File: config.mk
export PLATFORM = sky130hd
export DESIGN_NAME = btn_capture
export DESIGN_NICKNAME = d
export VERILOG_FILES = /design/src/rtl/btn_capture_pkg.sv /design/src/rtl/btn_capture_sync.sv /design/src/rtl/btn_capture_edge.sv /design/src/rtl/btn_capture_fsm.sv /design/src/rtl/btn_capture_port.sv /design/src/rtl/btn_capture.sv
export SDC_FILE = /design/constraint.sdc
export NUM_CORES = 1
export LEC_CHECK = 0
export ABC_AREA = 1
export BUFFER_PORTS_ARGS = -buffer_cell sky130_fd_sc_hd__clkbuf_2
export CAP_MARGIN = 20
export CELL_PAD_IN_SITES_DETAIL_PLACEMENT = 1
export CELL_PAD_IN_SITES_GLOBAL_PLACEMENT = 2
export CORE_AREA = 2 2 54 56
export CTS_CLUSTER_SIZE = 8
export DETAILED_ROUTE_END_ITERATION = 8
export DIE_AREA = 0 0 56 58
export HOLD_SLACK_MARGIN = 0.02
export PLACE_DENSITY = 0.83
export SETUP_SLACK_MARGIN = 0.3
export SLEW_MARGIN = 20
export SYNTH_ARGS = -nofsm -noshare
export SYNTH_HDL_FRONTEND = slang
export SYNTH_SLANG_ARGS = --single-unit
File: constraint.sdc
create_clock -name clk -period 2.6 [get_ports clk]
set_input_delay 0.65 -clock clk [delete_from_list [all_inputs] [get_ports clk]]
set_output_delay 0.65 -clock clk [all_outputs]
set_load 0.02 [all_outputs]
File: src/rtl/btn_capture_pkg.sv
package btn_capture_pkg;

    localparam int N_BTN = 5;

    localparam int BIT_RIGHT  = 0;
    localparam int BIT_LEFT   = 1;
    localparam int BIT_UP     = 2;
    localparam int BIT_DOWN   = 3;
    localparam int BIT_SELECT = 4;
    localparam int BIT_FLAG   = 7;

    typedef enum logic [0:0] {
        ST_IDLE = 1'b0,
        ST_HELD = 1'b1
    } cap_state_t;

    typedef enum logic [2:0] {
        EV_WAIT,
        EV_CAPTURE,
        EV_MERGE,
        EV_REPLACE,
        EV_CLEAR
    } cap_event_t;

endpackage

File: src/rtl/btn_capture_sync.sv
module btn_capture_sync #(
    parameter int WIDTH  = 5,
    parameter int STAGES = 2
) (
    input  logic             clk,
    input  logic             rst_n,
    input  logic [WIDTH-1:0] din,
    output logic [WIDTH-1:0] dout
);

    logic [WIDTH-1:0] stg [STAGES];

    genvar s;
    generate
        for (s = 0; s < STAGES; s++) begin : g_stage
            if (s == 0) begin : g_first
                always_ff @(posedge clk or negedge rst_n) begin
                    if (!rst_n) stg[0] <= '0;
                    else        stg[0] <= din;
                end
            end else begin : g_next
                always_ff @(posedge clk or negedge rst_n) begin
                    if (!rst_n) stg[s] <= '0;
                    else        stg[s] <= stg[s-1];
                end
            end
        end
    endgenerate

    assign dout = stg[STAGES-1];

endmodule

File: src/rtl/btn_capture_edge.sv
module btn_capture_edge #(
    parameter int WIDTH = 5
) (
    input  logic             clk,
    input  logic             rst_n,
    input  logic [WIDTH-1:0] lvl,
    output logic [WIDTH-1:0] rise
);

    logic [WIDTH-1:0] lvl_q;

    always_ff @(posedge clk or negedge rst_n) begin
        if (!rst_n) lvl_q <= '0;
        else        lvl_q <= lvl;
    end

    genvar b;
    generate
        for (b = 0; b < WIDTH; b++) begin : g_bit
            assign rise[b] = lvl[b] & ~lvl_q[b];
        end
    endgenerate

endmodule

File: src/rtl/btn_capture_fsm.sv
module btn_capture_fsm
    import btn_capture_pkg::*;
#(
    parameter int WIDTH = N_BTN
) (
    input  logic             clk,
    input  logic             rst_n,
    input  logic [WIDTH-1:0] rise,
    input  logic             clr,
    output logic             active,
    output logic [WIDTH-1:0] btns
);

    cap_state_t       state_q, state_d;
    cap_event_t       ev;
    logic [WIDTH-1:0] btns_q, btns_d;
    logic             any_rise;

    assign any_rise = |rise;

    // transition selection
    always_comb begin
        ev = EV_WAIT;
        unique case (state_q)
            ST_IDLE: begin
                if (any_rise) ev = EV_CAPTURE;
            end
            ST_HELD: begin
                if (any_rise && clr) ev = EV_REPLACE;
                else if (clr)        ev = EV_CLEAR;
                else if (any_rise)   ev = EV_MERGE;
            end
            default: ev = EV_WAIT;
        endcase
    end

    // next state and next button bits
    always_comb begin
        state_d = state_q;
        btns_d  = btns_q;
        unique case (ev)
            EV_CAPTURE: begin
                state_d = ST_HELD;
                btns_d  = rise;
            end
            EV_MERGE: begin
                state_d = ST_HELD;
                btns_d  = btns_q | rise;
            end
            EV_REPLACE: begin
                state_d = ST_HELD;
                btns_d  = rise;
            end
            EV_CLEAR: begin
                state_d = ST_IDLE;
                btns_d  = '0;
            end
            default: begin
                state_d = state_q;
                btns_d  = btns_q;
            end
        endcase
    end

    // state register
    always_ff @(posedge clk or negedge rst_n) begin
        if (!rst_n) begin
            state_q <= ST_IDLE;
            btns_q  <= '0;
        end else begin
            state_q <= state_d;
            btns_q  <= btns_d;
        end
    end

    // outputs
    always_comb begin
        active = 1'b0;
        btns   = btns_q;
        unique case (state_q)
            ST_IDLE: active = 1'b0;
            ST_HELD: active = 1'b1;
            default: active = 1'b0;
        endcase
    end

endmodule

File: src/rtl/btn_capture_port.sv
module btn_capture_port #(
    parameter int          PORT_W   = 8,
    parameter logic [7:0]  REG_ADDR = 8'h04
) (
    input  logic [PORT_W-1:0] port_id,
    input  logic              rd_strobe,
    input  logic              int_ack,
    input  logic [7:0]        status,
    output logic [7:0]        rd_data,
    output logic              clr
);

    localparam logic [PORT_W-1:0] ADDR_W = PORT_W'(REG_ADDR);

    logic hit;

    assign hit     = (port_id == ADDR_W);
    assign rd_data = hit ? status : 8'h00;
    assign clr     = (hit & rd_strobe) | int_ack;

endmodule

File: src/rtl/btn_capture.sv
module btn_capture
    import btn_capture_pkg::*;
#(
    parameter int         SYNC_STAGES = 2,
    parameter int         PORT_W      = 8,
    parameter logic [7:0] REG_ADDR    = 8'h04
) (
    input  logic              clk,
    input  logic              rst_n,
    input  logic [N_BTN-1:0]  btn_lvl,
    input  logic [PORT_W-1:0] port_id,
    input  logic              rd_strobe,
    input  logic              int_ack,
    output logic [7:0]        rd_data,
    output logic              irq
);

    logic [N_BTN-1:0] lvl_sync;
    logic [N_BTN-1:0] rise_vec;
    logic [N_BTN-1:0] btn_bits;
    logic             flag;
    logic             clr_evt;
    logic [7:0]       status;

    btn_capture_sync #(.WIDTH(N_BTN), .STAGES(SYNC_STAGES)) u_sync (
        .clk   (clk),
        .rst_n (rst_n),
        .din   (btn_lvl),
        .dout  (lvl_sync)
    );

    btn_capture_edge #(.WIDTH(N_BTN)) u_edge (
        .clk   (clk),
        .rst_n (rst_n),
        .lvl   (lvl_sync),
        .rise  (rise_vec)
    );

    btn_capture_fsm #(.WIDTH(N_BTN)) u_fsm (
        .clk    (clk),
        .rst_n  (rst_n),
        .rise   (rise_vec),
        .clr    (clr_evt),
        .active (flag),
        .btns   (btn_bits)
    );

    always_comb begin
        status = 8'h00;
        status[BIT_FLAG] = flag;
        status[BIT_SELECT:BIT_RIGHT] = btn_bits;
    end

    btn_capture_port #(.PORT_W(PORT_W), .REG_ADDR(REG_ADDR)) u_port (
        .port_id   (port_id),
        .rd_strobe (rd_strobe),
        .int_ack   (int_ack),
        .status    (status),
        .rd_data   (rd_data),
        .clr       (clr_evt)
    );

    assign irq = flag;

endmodule

[After elaboration in Yosys (flattened, before gate mapping)]
Index checks and enable logic that the tools add are counted.
Storage, ports and cells
  bits in registers: 21
  memory bits (writable): 0
  memories: 0
  output and inout port bits: 9
  bits of input ports: 17
  latch bits: 0
  ROM bits: 0
Cells by class
  shift operators: 0
  bitwise gates (word level): 14
  add/subtract/negate cells: 0
  muxes and demuxes: 9
  multipliers: 0
  divide/modulo/power cells: 0
  eq/ne operators: 5
  $lt $le $gt $ge: 0
  reductions and logical operators: 6
Operator list (number)
  one-hot mux 5 bit (3 select lines): 1
  equality test 8 x 3 -> 1 bit, second input constant: 1
  two-way mux 8 bit: 1
  bitwise AND 1 bit: 6
  equality test 3 x 2 -> 1 bit, second input constant: 2
  two-way mux 3 bit: 2
  inverter 1 bit: 6
  one-hot mux 3 bit (2 select lines): 1
  OR 5 bit: 1
  OR reduction 5 bit: 1
  one-hot mux 1 bit (2 select lines): 2
  equality test 3 x 1 -> 1 bit, second input constant: 1
  equality test 3 bit, second input constant: 1
  nonzero test 3 bit: 1
  OR reduction 3 bit: 1
  two-way mux 2 bit: 1
  nonzero test 2 bit: 1
  OR reduction 2 bit: 1
  logical AND 1 bit: 1
  two-way mux 1 bit: 1
  OR 1 bit: 1

[Logic depth before layout (Yosys ltp)]
  word-level depth: 10
  depth in mapped cells: 8
  gate-level depth less buffers: 8

[By module]
Synthesis repeated with hierarchy kept, for this count alone.
Unflattened totals
  cells, all modules: 93
  area total of the unflattened synthesis: 868.3 µm²
Modules (own cells, without submodules)
  btn_capture_sync: instances 1, seq. area each 250.2 µm², cells each 15, area an instance 287.8 µm²
  btn_capture_fsm: instances 1, seq. area each 150.1 µm², cells each 29, area an instance 254.0 µm²
  btn_capture_edge: instances 1, seq. area each 125.1 µm², cells each 15, area an instance 175.2 µm²
  btn_capture_port: instances 1, seq. area each 0.0 µm², cells each 33, area an instance 147.6 µm²
  btn_capture: instances 1, seq. area each 0.0 µm², cells each 1, area an instance 3.8 µm²

[Worst setup path after synthesis]
No wires, ideal clock.
  kind: input -> output
  start: input port port_id[3]
  end: output port rd_data[0]
  required time: 1.950 ns
  cell stages on the path: 5
  data arrival time: 1.268 ns
  setup slack: 0.682 ns
  cell sequence: inv_1 -> nand2_1 -> nor2_1 -> nand2_1 -> nor2_1
Between the ends
  word-level cells in the longest chain between the ends: 2
Ends and longest elaborated chain
  start: declaration: line btn_capture.sv:11  | input logic [PORT_W-1:0] port_id,
  equality test 8 x 3 -> 1 bit: line btn_capture_port.sv:17  | assign hit = (port_id == ADDR_W);
  two-way mux 8 bit: line btn_capture_port.sv:18  | assign rd_data = hit ? status : 8'h00;
  end: declaration: line btn_capture.sv:14  | output logic [7:0] rd_data,
No other way between the ends.

[Final worst setup path]
  start: input port port_id[7]
  end: output port rd_data[7]
The elaborated chain is that of the path after synthesis.

==> flow_summary.json <==
{
  "status": "complete, no violations",
  "max_slew_margin": 0.6602,
  "slew_violations": 0,
  "synthTopCellsByArea": "dfrtp_1 (68%), nand2_1 (9.7%), inv_1 (9.3%), nor2_1 (3.9%), nand2_2 (2.4%)",
  "synth_area_leader_cell": "dfrtp_1",
  "r2r-start": "u_sync.dout[0]",
  "htreeDepth": 1,
  "multiInputGateArea_um2": 162.7,
  "critPathRequiredTime_ns": 1.95,
  "finalSetupViolCount": 0,
  "slowest_stage": "clkbuf_2",
  "drv_cap": 0,
  "drt_iter0_drc": 7,
  "max-vdd-ir-drop_uv": 360.9,
  "ys_seq_elements": 21,
  "syn_avg_cell_area_um2": 9.756,
  "synth-xor-area-share": 0,
  "r2r_setup_slack_ns": 1.53,
  "internal_power_mw": 0.4258,
  "start_kind": "input pin",
  "nNetsFinal": 123,
  "switching_share": 0.2316,
  "drc": 0,
  "gp_congestion": 0.7015,
  "grt_pass1_vias": 585,
  "layout_common_cells": "clkbuf_2 (23), dfrtp_1 (21), nand2_1 (20), inv_1 (19), nor2_1 (8)",
  "clockBufferDepth": 2,
  "clock_power_share": 0.269,
  "cpPeakStageDelay_ns": 0.18,
  "synthDistinctLibCells": 10,
  "area_growth_pct": 21.92,
  "clk_pin_slew_ns": 0.11,
  "grt_first_pass_wirelength_um": 2290,
  "setup_tns_ns": 0,
  "min_path_type": "input pin to async pin",
  "synth-simple-area-share": 0.2013,
  "antenna_found_initial": 0,
  "die_y_um": 58,
  "synth_cells": 79,
  "regArea_um2": 525.5,
  "grt_max_degree": 22,
  "final_area_um2": 939.7,
  "synth_compound_area_frac": 0,
  "clkLatencyLatePin_ns": 0.29,
  "p_per_area_nw_per_um2": 589.7,
  "layout-drive-gt1-share": 0.2952,
  "fmax_ghz": 0.4845,
  "ys_seq_area_frac": 0.6818,
  "power.share.sequential": 0.642,
  "fp.coreArea_um2": 2663,
  "wl_um": 1252,
  "min_period_ns": 2.064,
  "core.rowCount": 19,
  "postCtsSetupRepairBufs": 0,
  "grt_remaining_overflow": 0,
  "dpl-instance-area_um2": 913.4,
  "yosysWarnings": 0,
  "rsz0062_at_grt": "false",
  "grt.total_usage": 0.09117,
  "p_comb_frac": 0.089,
  "firstDrtPassIters": 2,
  "cp_data_arrival_time_ns": 1.41,
  "clock_skew_ns": 0.003558,
  "rr_worst_depth": 7,
  "fp.dieW_um": 56,
  "synth_top_family_by_area": "simple AND/OR/NAND/NOR gates",
  "n_antenna_cell": 0,
  "antenna_left": 0,
  "critPathKind": "input pin to output port",
  "synth_fa_ha_area_frac": 0,
  "root_buffer": "clkbuf_4",
  "postCtsResizedCells": 0,
  "synth.area.mux_share": 0,
  "die-area_um2": 3248,
  "cts_num_sinks": 21,
  "io_pins": 26,
  "power.switching_mw": 0.1283,
  "syn_area_um2": 770.7,
  "dpl.hpwl_um": 1036,
  "start_util": 0.2895,
  "via_per_inst": 4.051,
  "io_buffer_count": 23,
  "final_common_cell": "clkbuf_2",
  "synth_top_cell_area_share": 0.6818,
  "cts_hold_buf": 0,
  "finalCritPeriodShare": 0.7938,
  "tritoncts.num_buffers": 3,
  "finalHoldViolations": 0,
  "worst_pin_slew_ns": 0.5096,
  "timing.rr.end": "u_fsm.btns[1]",
  "crit_fanout": 6,
  "fillCellCount": 323,
  "vias": 551,
  "path_cells": "clkbuf_2 > inv_1 > nand2_1 > nor2_1 > nand2_1 > nor2_1 > clkbuf_2",
  "cts_tree": "done",
  "worst_setup_path_end_kind": "output port",
  "power_leakage_nw": 0.5557,
  "avgRoutedWirePerCell_um": 9.206
}
worst max-delay path: cells and delay by family:
family,cells,cell delay [ns]
and+or+nand+nor,4,0.45
buffers and inverters,3,0.31
through the flow:
stage	hold WS, ns	power, mW	setup WS [ns]	util	instances
floorplan	0.3312	0.3899	0.6815	-	80
global placement	0.3318	0.4107	0.5144	0.3430	132
detailed placement	0.3356	0.4144	0.4952	0.3430	132
CTS	0.3114	0.5709	0.4959	0.3529	136
global route	0.3250	0.5935	0.4076	0.3529	136
finish	0.3022	0.5541	0.5361	0.3529	136
kinds of logic (layout without fill, tap and decap cells):
family / after synthesis / in the layout
other: 1 / 2
and+or+nand+nor: 36 / 36
buffers and inverters: 21 / 46
DFF: 21 / 21
cells in the mapped netlist, drive strengths merged:
cell type,count
nand3,4
inv,19
conb,1
dfrtp,21
nor2,9
nand2,23
buf,2
final cells by class:
| cell class | count | share of cell area |
|---|---|---|
| Sequential cell | 21 | 0.5593 |
| Timing Repair Buffer | 23 | 0.1225 |
| Tap cell | 31 | 0.04128 |
| Clock buffer | 4 | 0.02796 |
| Multi-Input combinational cell | 38 | 0.1731 |
| Inverter | 19 | 0.07590 |
power groups by stage:
| stage | logic, mW | clock network [mW] | registers, mW |
|---|---|---|---|
| floorplan | 0.0282 | 0 | 0.362 |
| global placement | 0.0490 | 0 | 0.362 |
| detailed placement | 0.0513 | 0 | 0.363 |
| CTS | 0.0515 | 0.163 | 0.357 |
| global route | 0.0590 | 0.176 | 0.359 |
| finish | 0.0492 | 0.149 | 0.356 |
registers in the layout, summed over array words and instances, names as in the netlist:
signal	flops
u_edge.lvl_q	5
u_fsm.btns	5
u_sync.dout	5
u_sync.stg	5
u_fsm.state_q	1
how the worst max path moves through the flow:
stage | from | end | slack, ns | cells past startpoint
2_1_floorplan | port_id[3] | rd_data[0] | 0.68 | 5
3_3_place_gp | port_id[6] | rd_data[3] | 0.51 | 7
3_5_place_dp | port_id[7] | rd_data[0] | 0.50 | 7
4_1_cts | port_id[7] | rd_data[0] | 0.50 | 7
5_1_grt | port_id[7] | rd_data[2] | 0.41 | 7
6_report | port_id[7] | rd_data[7] | 0.54 | 7
routing by layer:
metal  vias to the layer above  GRT usage  share of wire
li1                        271          -              -
met1                       256     0.1007           0.40
met2                        22     0.1681           0.51
met3                         2    0.01339          0.090
met4                         0    0.05102         0.0040
met5                         -          0              0
No activity file was read; power rests on OpenSTA's default activity.
